### config.mk
export PLATFORM = sky130hd
export DESIGN_NAME = sertx_top
export DESIGN_NICKNAME = d
export VERILOG_FILES = /design/src/rtl/sertx_pkg.sv /design/src/rtl/sertx_datapath.sv /design/src/rtl/sertx_control.sv /design/src/rtl/sertx_top.sv
export SDC_FILE = /design/constraint.sdc
export NUM_CORES = 1
export LEC_CHECK = 0
export CORE_UTILIZATION = 30
export CTS_BUF_LIST = sky130_fd_sc_hd__clkbuf_4 sky130_fd_sc_hd__clkbuf_8 sky130_fd_sc_hd__clkbuf_16
export DETAILED_ROUTE_END_ITERATION = 8
export GPL_TIMING_DRIVEN = 0
export SLEW_MARGIN = 20
export SYNTH_ARGS = -nofsm -noshare
export SYNTH_HDL_FRONTEND = slang
export SYNTH_HIERARCHICAL = 1
export SYNTH_SLANG_ARGS = --single-unit
### constraint.sdc
create_clock -name clk -period 3.3 [get_ports clk]
set_clock_uncertainty 0.2 [all_clocks]
set_input_delay 0.33 -clock clk [delete_from_list [all_inputs] [get_ports clk]]
set_output_delay 0.33 -clock clk [all_outputs]
set_load 0.005 [all_outputs]
### src/rtl/sertx_pkg.sv
package sertx_pkg;
  typedef struct packed {
    logic capture;   // store coded result in holding register
    logic loadHeld;  // shift register <- holding register
    logic loadNew;   // shift register <- incoming coded result
    logic shift;     // advance to next bit
  } txStrobes_t;
endpackage

### src/rtl/sertx_datapath.sv
module sertx_datapath
  import sertx_pkg::*;
#(
  parameter int WIDTH = 14
) (
  input  logic             clk,
  input  logic             rstN,
  input  txStrobes_t       stb,
  input  logic [WIDTH-1:0] convResult,
  input  logic             straightBin,
  output logic             msbOut
);
  logic [WIDTH-1:0] codedWord;
  logic [WIDTH-1:0] heldWord;
  logic [WIDTH-1:0] shiftWord;

  always_comb begin
    codedWord = convResult;
    if (!straightBin) codedWord[WIDTH-1] = ~convResult[WIDTH-1];
  end

  always_ff @(posedge clk) begin
    if (!rstN) begin
      heldWord  <= '0;
      shiftWord <= '0;
    end else begin
      if (stb.capture) heldWord <= codedWord;
      if (stb.loadNew)       shiftWord <= codedWord;
      else if (stb.loadHeld) shiftWord <= heldWord;
      else if (stb.shift)    shiftWord <= {shiftWord[WIDTH-2:0], 1'b0};
    end
  end

  assign msbOut = shiftWord[WIDTH-1];
endmodule

### src/rtl/sertx_control.sv
module sertx_control
  import sertx_pkg::*;
#(
  parameter int WIDTH     = 14,
  parameter int BASE_HALF = 3
) (
  input  logic       clk,
  input  logic       rstN,
  input  logic       convStart,
  input  logic       convDone,
  input  logic       readDuringConv,
  input  logic [1:0] divSel,
  output txStrobes_t stb,
  output logic       busy,
  output logic       frameAct,
  output logic       sckLvl,
  output logic       racMode
);
  localparam int MAX_HALF = BASE_HALF << 3;
  localparam int HW       = $clog2(MAX_HALF + 1);
  localparam int BW       = $clog2(WIDTH);
  localparam logic [BW-1:0] LAST_BIT = BW'(WIDTH - 1);

  logic          convRun;
  logic          endDly;
  logic [HW-1:0] halfCnt;
  logic [HW-1:0] halfLen;
  logic [BW-1:0] bitIdx;

  logic startOk, doneOk, rdcStart, racStart, frameStart, tick, lastFall;

  assign startOk    = convStart && !busy && !frameAct;
  assign doneOk     = convDone && convRun;
  assign rdcStart   = startOk && readDuringConv;
  assign racStart   = doneOk && racMode;
  assign frameStart = rdcStart || racStart;
  assign tick       = frameAct && (halfCnt == halfLen - HW'(1));
  assign lastFall   = tick && sckLvl && (bitIdx == LAST_BIT);

  always_comb begin
    stb.capture  = doneOk;
    stb.loadHeld = rdcStart;
    stb.loadNew  = racStart;
    stb.shift    = tick && sckLvl && (bitIdx != LAST_BIT);
  end

  // conversion tracking and busy
  always_ff @(posedge clk) begin
    if (!rstN) begin
      convRun <= 1'b0;
      busy    <= 1'b0;
      racMode <= 1'b0;
      endDly  <= 1'b0;
    end else begin
      endDly <= lastFall;
      if (startOk) begin
        convRun <= 1'b1;
        busy    <= 1'b1;
        racMode <= !readDuringConv;
      end else begin
        if (doneOk) convRun <= 1'b0;
        if (doneOk && !racMode) busy <= 1'b0;
        if (endDly && racMode)  busy <= 1'b0;
      end
    end
  end

  // frame engine: serial clock, bit counter
  always_ff @(posedge clk) begin
    if (!rstN) begin
      frameAct <= 1'b0;
      sckLvl   <= 1'b0;
      halfCnt  <= '0;
      halfLen  <= HW'(BASE_HALF);
      bitIdx   <= '0;
    end else if (frameStart) begin
      frameAct <= 1'b1;
      sckLvl   <= 1'b0;
      halfCnt  <= '0;
      bitIdx   <= '0;
      halfLen  <= racStart ? (HW'(BASE_HALF) << divSel) : HW'(BASE_HALF);
    end else if (frameAct) begin
      if (tick) begin
        halfCnt <= '0;
        sckLvl  <= ~sckLvl;
        if (sckLvl) begin
          if (bitIdx == LAST_BIT) frameAct <= 1'b0;
          else                    bitIdx   <= bitIdx + BW'(1);
        end
      end else begin
        halfCnt <= halfCnt + HW'(1);
      end
    end
  end
endmodule

### src/rtl/sertx_top.sv
module sertx_top
  import sertx_pkg::*;
#(
  parameter int WIDTH     = 14,
  parameter int BASE_HALF = 3
) (
  input  logic             clk,
  input  logic             rstN,
  input  logic             convStart,
  input  logic             convDone,
  input  logic [WIDTH-1:0] convResult,
  input  logic             readDuringConv,
  input  logic [1:0]       divSel,
  input  logic             straightBin,
  input  logic             syncInvert,
  input  logic             clkInvert,
  input  logic             csN,
  output logic             busy,
  output logic             sdClk,
  output logic             sdOut,
  output logic             sync,
  output logic             padEn
);
  txStrobes_t stb;
  logic frameAct, sckLvl, racMode, msbOut;

  sertx_control #(.WIDTH(WIDTH), .BASE_HALF(BASE_HALF)) u_ctrl (
    .clk(clk), .rstN(rstN), .convStart(convStart), .convDone(convDone),
    .readDuringConv(readDuringConv), .divSel(divSel), .stb(stb),
    .busy(busy), .frameAct(frameAct), .sckLvl(sckLvl), .racMode(racMode)
  );

  sertx_datapath #(.WIDTH(WIDTH)) u_dp (
    .clk(clk), .rstN(rstN), .stb(stb), .convResult(convResult),
    .straightBin(straightBin), .msbOut(msbOut)
  );

  assign sdClk = sckLvl ^ clkInvert;
  assign sync  = frameAct ^ syncInvert;
  assign sdOut = frameAct & msbOut;
  assign padEn = ~csN;
endmodule

Word level (Yosys, flattened, before mapping):

Index checks and enable logic that the tools add are counted.

* register bits after elaboration: 48
* bits in latches: 0
* memory bits (writable): 0
* ROM bits: 0
* bits of input ports: 25
* output and inout port bits: 5
* logic and storage cells: 64
* memories kept: 0

* $add $sub $neg: 3
* $mul: 0
* div/mod/pow operators: 0
* $lt $le $gt $ge: 0
* eq/ne operators: 3
* shifts and indexed selects: 1
* mux-type cells: 16
* bitwise gates (word level): 8
* reductions and logical operators: 22

Operators by type and width (number)
* $mux W14: 3
* $logic_and A1 B1 Y1: 11
* $mux W1: 11
* $mux W5: 2
* $reduce_bool A3 Y1: 2
* $add A5 B1 Y5 const B: 1
* $eq A5 B5 Y1: 1
* $not A1 Y1: 5
* $shl A2 B2 Y5 const A: 1
* $sub A5 B1 Y5 const B: 1
* $add A4 B1 Y4 const B: 1
* $eq A4 B4 Y1 const B: 1
* $logic_not A1 Y1: 4
* $ne A4 B4 Y1 const B: 1
* $reduce_and A4 Y1: 1
* $reduce_and A2 Y1: 1
* $reduce_bool A2 Y1: 1
* $reduce_or A2 Y1: 1
* $xor A1 B1 Y1: 2
* $and A1 B1 Y1: 1
* $logic_or A1 B1 Y1: 1

Depth between registers and ports, before layout:

Gate-level depths: netlist of the first run.

* depth after elaboration: 8
* gate-level depth with buffers: 11
* gate-level depth less buffers: 9

Cells and area by module:

The synthesis of the first run kept the hierarchy.

Modules (own cells, without submodules)
* sertx_datapath: instances 1, cells an instance 137, area an instance 1343.8 µm², seq. area each 560.5 µm²
* sertx_control: instances 1, cells an instance 119, area an instance 1022.2 µm², seq. area each 400.4 µm²
* sertx_top: instances 1, cells an instance 4, area an instance 28.8 µm², seq. area each 0.0 µm²

Worst setup path after synthesis of the first run:

Ideal clock, no wire load.

* path kind: register to register
* start: register u_ctrl.halfLen[0]
* end: register u_dp.shiftWord[9]
* arrival: 2.367 ns
* required time: 2.978 ns
* slack: 0.611 ns
* cell stages (with the launch flop): 11
* path buffers: 1
* period minus slack after synthesis: 2.689 ns
* cell sequence: dfxtp_1 -> inv_1 -> ha_1 -> nand2_2 -> or4_4 -> a211oi_1 -> and2_1 -> buf_6 -> mux2_2 -> mux2i_1 -> o21ai_0

RTL lines
* from (decl): RTL line sertx_control.sv:27 `logic [HW-1:0] halfLen;`
* from (signal assigned): RTL line sertx_control.sv:74 `halfLen <= HW'(BASE_HALF);`
* from (signal assigned): RTL line sertx_control.sv:81 `halfLen <= racStart ? (HW'(BASE_HALF) << divSel) : HW'(BASE_HALF);`
* to (signal assigned): RTL line sertx_datapath.sv:28 `if (stb.loadNew) shiftWord <= codedWord;`
* to (signal assigned): RTL line sertx_datapath.sv:29 `else if (stb.loadHeld) shiftWord <= heldWord;`
* to (signal assigned): RTL line sertx_datapath.sv:30 `else if (stb.shift) shiftWord <= {shiftWord[WIDTH-2:0], 1'b0};`
* to (decl): RTL line sertx_datapath.sv:15 `logic [WIDTH-1:0] shiftWord;`

==> metrics.md, run 1 <==
| Metric | Value |
|---|---|
| Max Cap Viol | `0` |
| Number of synthesized register bits | `48` |
| Met3 usage | `0.0260` |
| Number of enable flip-flop cells after synthesis | `0` |
| Die Y-Extent | `91.3 um` |
| Average wire per cell in the routed design | `12.4 um` |
| Aggregate global routing overflow | `0` |
| CTS max path bufs | `2` |
| Number of nets in the layout | `327` |
| Sw power | `0.263 mW` |
| Largest incremental delay on the critical path | `0.52 ns` |
| Std-Cell Core Area | `0.00773 mm2` |
| Cell Int Power | `0.861 mW` |
| Area share of the leading cell type in the synthesized netlist | `0.401` |
| Relative slew slack | `0.597` |
| Top cells by count, synth | `48 x sky130_fd_sc_hd__dfxtp_1, 20 x sky130_fd_sc_hd__mux2i_1, 19 x sky130_fd_sc_hd__nand2_1` |
| Detailed-route vias per instance | `4.76` |
| Vias after detailed routing | `1901` |
| Largest net degree at the start of global routing | `14` |
| Crit path launch type | `register` |
| Classification of the worst-slack hold path | `register to register` |
| Sum of internal, switching and leakage power | `1.12 mW` |
| PwrDens | `386 mW/mm2` |
| Worst r2r src | `u_ctrl/halfLen[0]` |
| Library cell with the largest summed area after synthesis | `sky130_fd_sc_hd__dfxtp_1` |
| Clock root buffer | `sky130_fd_sc_hd__clkbuf_8` |
| Sink of the worst hold path | `u_dp/shiftWord[10]` |
| CTS clk-pin slew, worst paths | `0.08 ns` |
| Port-buffer cells | `29` |
| RSZ-0062 raised after global routing | `no` |
| Number of gates given a new drive strength after cts | `0` |
| Via count of the first global-routing pass | `1806` |
| Measured slew at the worst slew-check pin | `0.601 ns` |
| Switch share | `0.234` |
| Reg2Reg Depth | `10` |
| Non-filler instance count after layout | `399` |
| Synth cell types | `41` |
| Clock group share of total power | `0.332` |
| Critical setup path kind | `register to register` |
| Total Routing Usage GR | `0.126` |
| Area contributors post-synth | `sky130_fd_sc_hd__dfxtp_1 40%, sky130_fd_sc_hd__mux2i_1 8.4%, sky130_fd_sc_hd__nor2b_1 3.7%` |
| Fraction of layout instances using a drive strength above 1 | `0.118` |
| Count of buffer and inverter cells on the critical path | `2` |
| Clock insertion delay at the later pin of the skew report | `0.30 ns` |
| Slowest library cell on the worst path | `sky130_fd_sc_hd__a211oi_1` |
| Final count of negative-setup-slack endpoints | `0` |
| Full die area | `0.00834 mm2` |
| Most used flip-flop cell after synthesis | `sky130_fd_sc_hd__dfxtp_1` |
| Grt peak-use layer | `met2` |
| Comb power frac | `0.127` |
| Grt met2 use | `0.205` |
| Effective utilization at floorplan | `0.310` |
| Endpoints failing hold | `0` |
| Signal arrival time at the worst endpoint | `3.03 ns` |
| Top-count cell post-synth | `sky130_fd_sc_hd__dfxtp_1` |
| Antenna Diode Count | `0` |
| WP data required | `3.29 ns` |
| Critical path fanouts, max | `6` |
| Global routing usage on met1 | `0.165` |
| Hold Startpoint | `u_dp/shiftWord[10]` |
| FFs w/ async S/R, synth | `0` |
| Count of filler cells inserted in the layout | `793` |
| Setup Total Neg Slack | `0 ns` |
| DRC viols | `0` |
| Worst R2R End | `u_dp/shiftWord[9]` |
| Pre-CTS WS | `0.293 ns` |
| CTS tree | `done` |
| Reg-to-reg setup timing slack | `0.26 ns` |
| Post-DP HPWL | `3600 um` |
| Leakage power figure | `1.11 nW` |
| Cts-stage hold buffer count | `0` |
| Die width | `91.3 um` |
| Synth Cell Area | `0.00239 mm2` |
| Highest Clock Rate | `328 MHz` |
| Number of buffers inserted during clock tree synthesis | `5` |
| Initial DRC Count | `48` |
| FP Rows | `32` |
| Sequence of cells on the critical path | `inv_1, ha_1, nand2_2, or4_4, a211oi_1, and2_1, buf_6, mux2_2, mux2i_1, o21ai_0` |
| Multi-input combinational cell area | `0.00126 mm2` |
| Syn Inst Count | `260` |
| Worst slack on hold paths | `0.275 ns` |
| Wire length reported by the detailed router | `4940 um` |
| Number of clock sinks | `48` |
| GPL Wtd Cong | `0.766` |
| Layout-stage area growth over the synthesis result | `21.5%` |
| Proportion of power drawn by flip-flops and latches | `0.542` |
| Sequential element share of the synthesized area | `0.401` |
| Cell total after placement | `391` |
| Antenna violations before repair | `0` |
| Maximum ir drop on the vdd rail | `0.000211 V` |
| Result of the run | `finished, final reports clean` |
| TritonRoute pass-1 iters | `4` |
| Antenna viol nets, final | `0` |
| Top-level port count | `30` |
| Sequential cell area | `961 um2` |
| Total of warnings raised by yosys | `6` |
| Setup ws final | `0.255 ns` |
| Worst setup EP type | `register` |
| Post-synthesis area per instance | `9.21 um2` |
| Post-CTS setup-driven buffer insertion count | `0` |
| Fin crit period | `3.04 ns` |
| Worst Hold Path Cells | `1` |
| Max-slew violation total from the final report | `0` |
| Wire length of the first global-routing pass | `8520 um` |
| H-tree level count | `2` |
| Tcrit/Tclk final | `0.923` |
| Total nets after synthesis | `291` |
| Top delay family on crit path | `simple AND/OR/NAND/NOR gates` |
==> sequential cells by signal, summed over array words and instances (netlist names), 4 cells and up <==
signal,count
u_ctrl/halfCnt,5
u_ctrl/halfLen,5
u_dp/heldWord,14
u_ctrl/bitIdx,4
u_dp/shiftWord,14
==> layout make-up <==
cell class | count | share of cell area
inverters | 11 | 0.0142
flip-flops and latches | 48 | 0.330
plain buffers | 19 | 0.0443
repair buffers | 29 | 0.0997
well taps | 102 | 0.0439
clock buffers | 8 | 0.0335
multi-input cells | 182 | 0.434
==> stage by stage <==
stage	instance area [um2]	util
6_report	2910	0.377
5_1_grt	2910	0.377
4_1_cts	2910	0.377
3_5_place_dp	2810	0.364
3_3_place_gp	2810	0.364
2_1_floorplan	2390	-
==> cells by family (layout without fill, tap and decap cells) <==
| kind of cell | Yosys count | in the layout | share of synthesized area |
|---|---|---|---|
| buffers and inverters | 30 | 67 | 0.0711 |
| xor gates and xnor gates | 13 | 13 | 0.0475 |
| AOI/OAI and AO/OA | 54 | 54 | 0.147 |
| muxes | 24 | 24 | 0.102 |
| adders and majority gates | 6 | 6 | 0.0313 |
| and+or+nand+nor | 85 | 85 | 0.199 |
| DFF | 48 | 48 | 0.401 |
==> layout by cell type, fill, tap and decap left out, drive strengths merged <==
master	n
dfxtp	48
o21bai	1
or3	2
xor2	8
a211oi	2
nand2b	13
and2	4
nand4	3
nand2	20
clkbuf	13
nor2	8
a22oi	1
ha	6
buf	14
o21ai	18
a21oi	15
a31oi	1
nor3b	2
inv	11
and3	5
nor2b	14
clkdlybuf4s50	29
a22o	2
nor3	3
mux2	4
o22ai	2
a211o	2
nand3	9
or4	1
a32o	9
nor4b	1
mux2i	20
o221ai	1
xnor2	5
==> metal layers <==
| metal | up-vias | share of wire |
|---|---|---|
| met1 | 890 | 0.49 |
| met2 | 30 | 0.46 |
| met3 | 7 | 0.032 |
| met4 | 0 | 0.010 |
| li1 | 974 | - |
| met5 | - | 0 |
==> worst max path at each step <==
| stage | slack, ns | to | depth (start not counted) | from |
|---|---|---|---|---|
| CTS | 0.27 | u_dp/shiftWord[9] | 10 | u_ctrl/halfLen[0] |
| global placement | 0.34 | u_dp/shiftWord[3] | 10 | u_ctrl/halfLen[0] |
| global route | 0.1 | u_dp/shiftWord[1] | 10 | u_ctrl/halfLen[0] |
| finish | 0.26 | u_dp/shiftWord[9] | 10 | u_ctrl/halfLen[0] |
| detailed placement | 0.29 | u_dp/shiftWord[9] | 10 | u_ctrl/halfLen[0] |
| floorplan | 0.61 | u_dp/shiftWord[9] | 10 | u_ctrl/halfLen[0] |
==> power by group through the flow <==
stage | clock (mW) | combinational, mW | sequential, mW
after CTS | 0.392 | 0.144 | 0.609
after detailed placement | 0 | 0.143 | 0.623
after floorplan | 0 | 0.0820 | 0.619
after global routing | 0.417 | 0.157 | 0.612
after global placement | 0 | 0.142 | 0.622
final | 0.373 | 0.143 | 0.609
Note: power is estimated with default switching activity, not from simulation.
==> inputs of run 2 (changes only) <==
Settings changed: SETUP_SLACK_MARGIN set to 0.1, TNS_END_PERCENT set to 5.
==> run 2 against run 1 <==
Total power is essentially flat. Die area is the same. Non-clock buffer count is the same. Count of clock-buffer cells in the layout is the same. Global-route usage is the same. Largest cell class unchanged.
==> metrics.md, run 2 (synthesized netlist as in run 1, its figures left out) <==
| Metric | Value |
|---|---|
| Number of gates given a new drive strength after cts | `0` |
| Largest net degree at the start of global routing | `14` |
| Detailed-route vias per instance | `4.76` |
| Average wire per cell in the routed design | `12.4 um` |
| Clock insertion delay at the later pin of the skew report | `0.30 ns` |
| Hold Startpoint | `u_dp/shiftWord[10]` |
| Fin crit period | `2.96 ns` |
| Number of clock sinks | `48` |
| CTS max path bufs | `2` |
| Wire length reported by the detailed router | `4960 um` |
| Worst Hold Path Cells | `1` |
| Endpoints failing hold | `0` |
| Number of nets in the layout | `327` |
| Number of buffers inserted during clock tree synthesis | `5` |
| Reg2Reg Depth | `10` |
| Cts-stage hold buffer count | `0` |
| WP data required | `3.34 ns` |
| PwrDens | `386 mW/mm2` |
| Largest incremental delay on the critical path | `0.53 ns` |
| Slowest library cell on the worst path | `sky130_fd_sc_hd__nor4b_4` |
| Clock root buffer | `sky130_fd_sc_hd__clkbuf_8` |
| TritonRoute pass-1 iters | `4` |
| Setup Total Neg Slack | `0 ns` |
| Signal arrival time at the worst endpoint | `3.00 ns` |
| Total Routing Usage GR | `0.126` |
| Max Cap Viol | `0` |
| Worst r2r src | `u_ctrl/halfLen[0]` |
| GPL Wtd Cong | `0.766` |
| Final count of negative-setup-slack endpoints | `0` |
| Full die area | `0.00834 mm2` |
| Wire length of the first global-routing pass | `8520 um` |
| Top-level port count | `30` |
| Leakage power figure | `1.11 nW` |
| Highest Clock Rate | `337 MHz` |
| Leading cell type in the layout, fill and taps excluded | `sky130_fd_sc_hd__dfxtp_1` |
| Worst setup EP type | `register` |
| Commonest cells after routing, fill and taps aside | `48 x sky130_fd_sc_hd__dfxtp_1, 29 x sky130_fd_sc_hd__clkdlybuf4s50_1, 20 x sky130_fd_sc_hd__mux2i_1` |
| Antenna violations before repair | `0` |
| Antenna Diode Count | `0` |
| Sequential cell area | `961 um2` |
| Sink of the worst hold path | `u_dp/shiftWord[10]` |
| Via count of the first global-routing pass | `1806` |
| Multi-input combinational cell area | `0.00127 mm2` |
| Result of the run | `finished, final reports clean` |
| Effective utilization at floorplan | `0.310` |
| Port-buffer cells | `29` |
| Count of filler cells inserted in the layout | `792` |
| Maximum ir drop on the vdd rail | `0.000211 V` |
| FP Rows | `32` |
| Reg-to-reg setup timing slack | `0.34 ns` |
| Worst slack on hold paths | `0.275 ns` |
| Die width | `91.3 um` |
| Post-CTS setup-driven buffer insertion count | `0` |
| DRC viols | `0` |
| CTS clk-pin slew, worst paths | `0.08 ns` |
| Sequence of cells on the critical path | `inv_1, ha_1, and3_2, o221ai_1, a211oi_2, and2_1, buf_6, buf_8, nor4b_4, a32o_2` |
| CTS tree | `done` |
| Aggregate global routing overflow | `0` |
| Critical path fanouts, max | `10` |
| Classification of the worst-slack hold path | `register to register` |
| Worst R2R End | `u_dp/shiftWord[2]` |
| Relative slew slack | `0.597` |
| Std-Cell Core Area | `0.00773 mm2` |
| Vias after detailed routing | `1901` |
| RSZ-0062 raised after global routing | `no` |
| Fraction of layout instances using a drive strength above 1 | `0.121` |
| Tcrit/Tclk final | `0.898` |
| Measured slew at the worst slew-check pin | `0.601 ns` |
| Layout-stage area growth over the synthesis result | `21.7%` |
| H-tree level count | `2` |
| Largest registers | `u_dp/heldWord: 14 flops, u_dp/shiftWord: 14 flops` |
| Initial DRC Count | `50` |
| Crit path launch type | `register` |
| Antenna viol nets, final | `0` |
| Max-slew violation total from the final report | `0` |
| Die Y-Extent | `91.3 um` |
| Critical setup path kind | `register to register` |
| Post-DP HPWL | `3600 um` |
## run 2: cell types whose count changed in the layout (fill, tap and decap cells not counted)
cell                       before  now
sky130_fd_sc_hd__a211oi_1       2    1
sky130_fd_sc_hd__a211oi_2       0    1
## run 2: how the worst max path moves through the flow
stage | start | endpoint | slack (ns)
3_3_place_gp | u_ctrl/halfLen[0] | u_dp/shiftWord[3] | 0.34
6_report | u_ctrl/halfLen[0] | u_dp/shiftWord[2] | 0.34
3_5_place_dp | u_ctrl/halfLen[0] | u_dp/shiftWord[9] | 0.29
5_1_grt | u_ctrl/halfLen[0] | u_dp/shiftWord[13] | 0.16
4_1_cts | u_ctrl/halfLen[0] | u_dp/shiftWord[9] | 0.27
2_1_floorplan | u_ctrl/halfLen[0] | u_dp/shiftWord[9] | 0.61
## run 2: power breakdown
| group | internal (mW) | total [mW] | switching, mW |
|---|---|---|---|
| Clock | 0.188 | 0.373 | 0.185 |
| Sequential | 0.597 | 0.609 | 0.0119 |
| Combinational | 0.0763 | 0.143 | 0.0664 |
| Total | 0.861 | 1.12 | 0.263 |
## run 2: layout make-up
| cell class | count | share of cell area |
|---|---|---|
| Multi-Input combinational cell | 182 | 0.435 |
| Sequential cell | 48 | 0.330 |
| Timing Repair Buffer | 29 | 0.0996 |
| Buffer | 19 | 0.0442 |
| Tap cell | 102 | 0.0438 |
| Clock buffer | 8 | 0.0335 |
| Inverter | 11 | 0.0142 |
## run 2: routing by layer
layer | GRT usage | share of wire | vias to the layer above
met2 | 0.205 | 0.46 | 31
met3 | 0.0260 | 0.034 | 7
li1 | - | - | 972
met4 | 0.0437 | 0.010 | 0
met1 | 0.165 | 0.49 | 891
met5 | 0 | 0 | -
## run 2: per-stage QoR
stage | setup slack [ns] | cell area, um2 | cells | util | total power, mW
floorplan | 0.611 | 2390 | 260 | - | 0.701
global placement | 0.337 | 2810 | 391 | 0.364 | 0.764
detailed placement | 0.293 | 2810 | 391 | 0.364 | 0.766
CTS | 0.270 | 2910 | 399 | 0.377 | 1.14
global route | 0.163 | 2920 | 399 | 0.377 | 1.19
finish | 0.337 | 2920 | 399 | 0.377 | 1.12
## run 2: critical path: cells and delay by family (launching register included)
kind	cells	cell delay, ns
DFF	1	0.37
adders and majority gates	1	0.26
AOI/OAI and AO/OA	3	0.70
and+or+nand+nor	3	0.99
buffers and inverters	3	0.37
